<file path="config.mk">
export PLATFORM = sky130hd
export DESIGN_NAME = bilerp_pipe
export DESIGN_NICKNAME = d
export VERILOG_FILES = /design/src/rtl/bilerp_pkg.sv /design/src/rtl/bilerp_lerp.sv /design/src/rtl/bilerp_ctrl.sv /design/src/rtl/bilerp_pipe.sv
export SDC_FILE = /design/constraint.sdc
export NUM_CORES = 1
export LEC_CHECK = 0
export BUFFER_PORTS_ARGS = -buffer_cell sky130_fd_sc_hd__buf_4
export CAP_MARGIN = 20
export CORE_MARGIN = 8
export CORE_UTILIZATION = 59
export DETAILED_ROUTE_END_ITERATION = 8
export GPL_TIMING_DRIVEN = 0
export PLACE_DENSITY = 0.78
export SYNTH_ARGS = -nofsm -noshare
export SYNTH_HDL_FRONTEND = slang
export SYNTH_SLANG_ARGS = --single-unit
export TNS_END_PERCENT = 1
</file>
<file path="constraint.sdc">
create_clock -name clk -period 7.4 [get_ports clk]
set_input_delay 1.11 -clock clk [delete_from_list [all_inputs] [get_ports clk]]
set_output_delay 1.11 -clock clk [all_outputs]
set_load 0.05 [all_outputs]
</file>
<file path="src/rtl/bilerp_pkg.sv">
package bilerp_pkg;

    // Working width for a difference-form blend: operand, sign, and fraction.
    function automatic int prod_width(input int dw, input int fb);
        return dw + fb + 2;
    endfunction

endpackage

</file>
<file path="src/rtl/bilerp_lerp.sv">
module bilerp_lerp #(
    parameter int DW = 9,
    parameter int FB = 8
) (
    input  logic signed [DW-1:0] a,
    input  logic signed [DW-1:0] b,
    input  logic        [FB-1:0] frac,
    output logic signed [DW:0]   y
);
    localparam int PW = bilerp_pkg::prod_width(DW, FB);

    logic signed [PW-1:0] a_x, b_x, f_x, d_x, p_x, s_x;

    // y = a + ((b - a) * frac >>> FB), one multiplier per instance
    always_comb begin
        a_x = PW'(a);
        b_x = PW'(b);
        f_x = PW'({1'b0, frac});
        d_x = b_x - a_x;
        p_x = d_x * f_x;
        s_x = a_x + (p_x >>> FB);
        y   = s_x[DW:0];
    end
endmodule

</file>
<file path="src/rtl/bilerp_ctrl.sv">
module bilerp_ctrl (
    input  logic clk,
    input  logic rst_n,
    input  logic in_valid,
    input  logic out_ready,
    output logic adv,
    output logic s1_vld,
    output logic s2_vld
);
    // every stage moves together unless the output holds a beat nobody takes
    assign adv = !(s2_vld && !out_ready);

    always_ff @(posedge clk or negedge rst_n) begin
        if (!rst_n) begin
            s1_vld <= 1'b0;
            s2_vld <= 1'b0;
        end else if (adv) begin
            s1_vld <= in_valid;
            s2_vld <= s1_vld;
        end
    end
endmodule

</file>
<file path="src/rtl/bilerp_pipe.sv">
module bilerp_pipe #(
    parameter int PIX_W = 8,
    parameter int PU    = 8,
    parameter int PV    = 8
) (
    input  logic             clk,
    input  logic             rst_n,
    input  logic             in_valid,
    output logic             in_ready,
    input  logic [PIX_W-1:0] in_pix_a,
    input  logic [PIX_W-1:0] in_pix_b,
    input  logic [PIX_W-1:0] in_pix_c,
    input  logic [PIX_W-1:0] in_pix_d,
    input  logic [PU-1:0]    in_ufrac,
    input  logic [PV-1:0]    in_vfrac,
    input  logic             in_oob,
    output logic             out_valid,
    input  logic             out_ready,
    output logic [PIX_W-1:0] out_pix
);
    localparam int S0W = PIX_W + 1;
    localparam int S1W = PIX_W + 2;
    localparam int S2W = PIX_W + 3;

    logic adv, s1_vld;

    bilerp_ctrl u_ctrl (
        .clk       (clk),
        .rst_n     (rst_n),
        .in_valid  (in_valid),
        .out_ready (out_ready),
        .adv       (adv),
        .s1_vld    (s1_vld),
        .s2_vld    (out_valid)
    );

    assign in_ready = adv;

    // ---- stage 1: horizontal blend on the upper and lower pairs ----
    logic signed [S0W-1:0] near_pix [2];
    logic signed [S0W-1:0] far_pix  [2];
    logic signed [S1W-1:0] row_res  [2];

    assign near_pix[0] = {1'b0, in_pix_a};
    assign far_pix[0]  = {1'b0, in_pix_b};
    assign near_pix[1] = {1'b0, in_pix_c};
    assign far_pix[1]  = {1'b0, in_pix_d};

    for (genvar g = 0; g < 2; g++) begin : g_row
        bilerp_lerp #(.DW(S0W), .FB(PU)) u_hlerp (
            .a    (near_pix[g]),
            .b    (far_pix[g]),
            .frac (in_ufrac),
            .y    (row_res[g])
        );
    end

    logic signed [S1W-1:0] s1_top, s1_bot;
    logic [PV-1:0]         s1_vf;
    logic                  s1_oob;

    always_ff @(posedge clk or negedge rst_n) begin
        if (!rst_n) begin
            s1_top <= '0;
            s1_bot <= '0;
            s1_vf  <= '0;
            s1_oob <= 1'b0;
        end else if (adv) begin
            s1_top <= row_res[0];
            s1_bot <= row_res[1];
            s1_vf  <= in_vfrac;
            s1_oob <= in_oob;
        end
    end

    // ---- stage 2: vertical blend, clamp, out-of-range zeroing ----
    logic signed [S2W-1:0] col_res;
    logic [PIX_W-1:0]      clamped;

    bilerp_lerp #(.DW(S1W), .FB(PV)) u_vlerp (
        .a    (s1_top),
        .b    (s1_bot),
        .frac (s1_vf),
        .y    (col_res)
    );

    always_comb begin
        if (col_res[S2W-1])
            clamped = '0;
        else if (|col_res[S2W-2:PIX_W])
            clamped = '1;
        else
            clamped = col_res[PIX_W-1:0];
    end

    always_ff @(posedge clk or negedge rst_n) begin
        if (!rst_n)
            out_pix <= '0;
        else if (adv)
            out_pix <= s1_oob ? '0 : clamped;
    end

    // ---- checks ----

    stall_hold_chk: assert property (@(posedge clk) disable iff (!rst_n)
        out_valid && !out_ready |=> out_valid && $stable(out_pix));

    stall_block_chk: assert property (@(posedge clk) disable iff (!rst_n)
        out_valid && !out_ready |-> !in_ready);

    accept_chk: assert property (@(posedge clk) disable iff (!rst_n)
        in_valid && in_ready |=> s1_vld);

    advance_chk: assert property (@(posedge clk) disable iff (!rst_n)
        s1_vld && in_ready |=> out_valid);

    oob_zero_chk: assert property (@(posedge clk) disable iff (!rst_n)
        s1_vld && s1_oob && in_ready |=> out_pix == '0);
endmodule

</file>
# Word level (Yosys, flattened, before mapping)
# Cells that the tools add are included.
# word_totals
reg_bits	39
inputBits	53
out_inout_bits	10
wordCells	23
# classes
addsub	6
n_mul	3
muxes	3
n_reduce_logical	4
# op_table
operator	n
multiplier 19 x 9 -> 18 bit	2
2-to-1 mux 8 bit	3
adder 9 x 10 -> 10 bit	2
multiplier 20 x 9 -> 19 bit	1
subtractor 8 x 8 -> 9 bit	2
adder 10 x 11 -> 11 bit	1
subtractor 10 x 10 -> 11 bit	1
logical NOT 1 bit	2
OR reduction 2 bit	1
logical AND 1 bit	1

# Longest topological paths before layout
# logic_depth
word_depth	7
mapped_depth	36
ltp_nobuf	36

# Cells and area by module
# A second synthesis with hierarchy kept.
# hier_totals
cells_unflattened	1454
area_unflattened_um2	12883.6
# modules_own_cells
mod	n_inst	cells_per_inst	area_each_um2	seq_area_each_um2
bilerp_lerp (u_vlerp)	1	470	3927.5	0.0
bilerp_lerp (g_row[1].u_hlerp)	1	443	3662.3	0.0
bilerp_lerp (g_row[0].u_hlerp)	1	437	3629.7	0.0
bilerp_pipe	1	99	1577.8	925.9
bilerp_ctrl	1	5	86.3	50.0

# Worst setup path after synthesis
# OpenSTA, ideal clock, no wires.
# synth_path
path_type	input port to flip-flop
startpoint	input port in_pix_b[0]
endpoint	register s1_top[9]
setup_time_ns	0.099
arrival_ns	8.229
t_required_ns	7.301
path_slack_ns	-0.928
stages	36
n_path_buf	0
path_cell_list	inv_1 ha_1 inv_1 fa_1 nand2_1 nand2_1 a21oi_1 o21bai_1 a21oi_1 o21bai_1 a21oi_1 nand2_1 fa_1 inv_1 fa_1 inv_1 fa_1 inv_1 fa_1 ha_1 o211ai_1 nor2_1 a221o_1 and2_1 o21a_1 o21a_1 nor3_1 nor2_1 ha_1 o21ai_0 a21oi_1 o31ai_1 a21oi_1 maj3_2 mux2i_1 a311oi_1
# synth_via
elab_chain_len	3
# synth_rtl
element	line_no	source
from (decl)	bilerp_pipe.sv:11	input logic [PIX_W-1:0] in_pix_b,
subtractor 8 x 8 -> 9 bit	bilerp_lerp.sv:19	d_x = b_x - a_x;
multiplier 19 x 9 -> 18 bit	bilerp_lerp.sv:20	p_x = d_x * f_x;
adder 9 x 10 -> 10 bit	bilerp_lerp.sv:21	s_x = a_x + (p_x >>> FB);
to (signal assigned)	bilerp_pipe.sv:69	s1_top <= row_res[0];
to (decl)	bilerp_pipe.sv:58	logic signed [S1W-1:0] s1_top, s1_bot;
# No other way between the ends.
# A chain may end at the register's enable or synchronous reset.

# Worst setup path in the final report
# layout_path
startpoint	input port in_pix_d[0]
endpoint	register s1_bot[9]
# layout_via
elab_chain_len	3
# layout_rtl
element	line_no	source
from (decl)	bilerp_pipe.sv:13	input logic [PIX_W-1:0] in_pix_d,
subtractor 8 x 8 -> 9 bit	bilerp_lerp.sv:19	
multiplier 19 x 9 -> 18 bit	bilerp_lerp.sv:20	
adder 9 x 10 -> 10 bit	bilerp_lerp.sv:21	
to (signal assigned)	bilerp_pipe.sv:70	s1_bot <= row_res[1];
to (decl)	bilerp_pipe.sv:58	
# No other way between the ends.

==> impl_metrics.yaml <==
synth:
  synthTopCellsByCount: "inv_1, fa_1, nand2_1"
  ys_warn_count: 0
  synth_cells: 1433
  syn-num-nets: 1828
  synth-seq-cells: 39
  yosys-top-cells-area: "fa_1, ha_1, inv_1, dfrtp_1, nand2_1"
  ys_dominant_reg_cell: "dfrtp_1"
  yosys.cell_types.count: 64
  yosysTopAreaCellShare_pct: 31.6
  synth_area_per_cell_um2: 8.53
  synthArstFlopShare_pct: 100
  synthesis.area_mm2: 0.0122
  synth-edff-count: 0
  ys_seq_area_share_pct: 7.99
  synth_most_common_cell: "inv_1"
  yosys.area.top_type: "fa_1"
floorplanning:
  io_pins: 63
  rows: 52
  dieHeight_um: 160
  core_mm2: 0.0203
  die-area_mm2: 0.0256
  dieWidth_um: 160
  initial_core_util_pct: 60.2
sta:
  worstMarginPinSlew_ps: 880
  slew_headroom_pct: 40.5
  setup_viol_count_final: 18
  fin_ws_ps: -443
  finalCritPeriodShare_pct: 106
  rsz0062_at_grt: "yes"
  finalCriticalPeriod_ps: 7840
  hold_viol_final: 0
  clock_skew_ps: 3.16
  timing.setup.tns_ps: -4720
  finalMaxSlewViolations: 0
  max_freq_mhz: 128
clock_network:
  clock_latency_ps: 290
  clk_path_buf_depth: 2
  cts_tree: "yes"
  cts_sinks: 39
  cts_buffers: 5
  clk_pin_slew_ps: 60
  htreeDepth: 2
  cts-hold-fix-buffers: 0
  clockRootBuffer: "clkbuf_16"
global_routing:
  grtUsageMet3_pct: 1.93
  grt.met2_usage_pct: 44.5
  grt.overflow.total: 0
  grt_pass1_vias: 10685
  antenna_found_initial: 0
  grt_start_max_net_pins: 40
  gr-usage-met1_pct: 28.4
  grt.busiest_layer: "met2"
  grt_pass1_wl_mm: 51.1
  track_usage_pct: 24.0
place:
  routabilityCongestion: 0.882
  portBuffers: 60
  dp_hpwl_mm: 24.0
routing:
  drc: 0
  wl_per_cell_um: 16.6
  drt_iter0_drc: 471
  via_per_inst: 5.47
  dr.pass1.iters: 5
  ant_nets: 0
  num_vias: 10003
  routed_wl_mm: 30.3
layout:
  syn_to_final_growth_pct: 17.1
  num-fill-cells: 1518
  multi_input_area_mm2: 0.0106
  diodes: 0
  seq_area_um2: 976
  nNetsFinal: 1954
  drive_above_1_share_pct: 16.6
worst_setup_path:
  worstSetupPathType: "input pin to flip-flop"
  crit_slowest_cell: "fa_1"
  crit_fanout: 10
  cp-end-kind: "flip-flop"
  critPathTopFamily: "adder cells"
  critical_path_arrival_ps: 7980
  cp_slowest_stage_delay_ps: 560
  cp-start-kind: "input pin"
  crit_buf_inv: 7
  crit_required_ps: 7530
run_status:
  violations: "negative setup slack"
  status: "finished, violations left"
worst_hold_path:
  hp-class: "flip-flop to flip-flop"
job:
  max_cap_viol_count: 0
## stage by stage
| step | hold WS (ps) | instances | util [%] | worst slack [ps] | area (µm²) |
|---|---|---|---|---|---|
| after detailed placement | 456 | 1763 | 64.8 | -1310 | 13100 |
| after CTS | 469 | 1827 | 69.8 | -373 | 14200 |
| final | 479 | 1830 | 70.5 | -443 | 14300 |
| after global routing | 503 | 1830 | 70.5 | -741 | 14300 |
| after global placement | 441 | 1763 | 64.8 | -1210 | 13100 |
| after floorplan | 430 | 1433 | - | -459 | 12400 |
## layout make-up
type                            instances  share of cell area (%)
Multi-Input combinational cell       1055                    74.4
Inverter                              302                    8.04
Sequential cell                        39                    6.82
Timing Repair Buffer                  119                    6.37
Tap cell                              270                    2.36
Buffer                                 37                    1.06
Clock buffer                            6                   0.900
Clock inverter                          2                  0.0874
## state kept, by name, indices dropped and copies added (netlist names)
register       count
s1_top            10
u_ctrl.s1_vld      1
s1_bot            10
out_pix            8
s1_oob             1
s1_vf              8
u_ctrl.s2_vld      1
## cells in the final DEF, fill, tap and decap left out, types with 6 or more instances in the layout
master / count
nor2_1: 61
nor2_2: 6
nor2b_1: 15
and2_1: 98
mux2i_1: 8
o211ai_1: 7
nand3_1: 9
a21oi_4: 6
clkbuf_1: 32
ha_4: 13
nand2_1: 175
mux2_2: 6
fa_2: 7
fa_1: 186
xnor2_1: 43
a21o_1: 21
a21oi_2: 19
o21ai_1: 8
nor3_1: 10
o21a_1: 14
inv_1: 295
and2b_1: 8
buf_4: 115
nand2b_1: 27
o21ai_0: 13
ha_1: 133
o21ai_2: 13
dfrtp_1: 39
a21oi_1: 29
xor2_1: 18
## worst register-to-register path: cells and delay by family (launching register included)
family                   cells  cell delay, ps
AO/OA/AOI/OAI               13            2180
XOR/XNOR                     3             410
adder cells (fa/ha/maj)      8            3100
buffers and inverters        7             690
flip-flops                   1             370
AND/OR/NAND/NOR              4             880
## kinds of logic after synthesis
| family | share of synthesized area, % |
|---|---|
| AND/OR/NAND/NOR | 17.6 |
| adder cells (fa/ha/maj) | 47.0 |
| buffers and inverters | 10.4 |
| AO/OA/AOI/OAI | 10.2 |
| XOR/XNOR | 5.20 |
| flip-flops | 7.99 |
| multiplexers | 1.57 |
## worst paths after layout
kind                                      startpoint                         to  slack, ps  cells past startpoint
max                                      in_pix_d[0]      s1_bot[9]$_DFFE_PN0N_       -440                     33
min in group asynchronous                      rst_n  u_ctrl.s1_vld$_DFFE_PN0N_        790                      1
max reg2reg                    s1_bot[0]$_DFFE_PN0N_     out_pix[1]$_DFFE_PN0N_       -310                     35
max in group asynchronous                      rst_n       s1_vf[0]$_DFFE_PN0N_       6240                      1
min reg2reg                u_ctrl.s1_vld$_DFFE_PN0N_  u_ctrl.s2_vld$_DFFE_PN0N_        480                      1
min                        u_ctrl.s1_vld$_DFFE_PN0N_  u_ctrl.s2_vld$_DFFE_PN0N_        480                      1
## repair_timing
item                                    4_1_cts  5_1_grt
gates cloned                                  0        0
buffers inserted                             56        3
gates resized for setup                      89       30
pin swaps                                    88       35
endpoints found under the setup margin       19       21
## layer usage
metal	wire (µm)	share of wire [%]
met1	12000	39
met2	16100	53
met3	1300	4.3
met4	929	3.1
met5	0	0
Power is not shown: default switching activity piles up to over one toggle a cycle in this logic, so the estimate is an artifact.
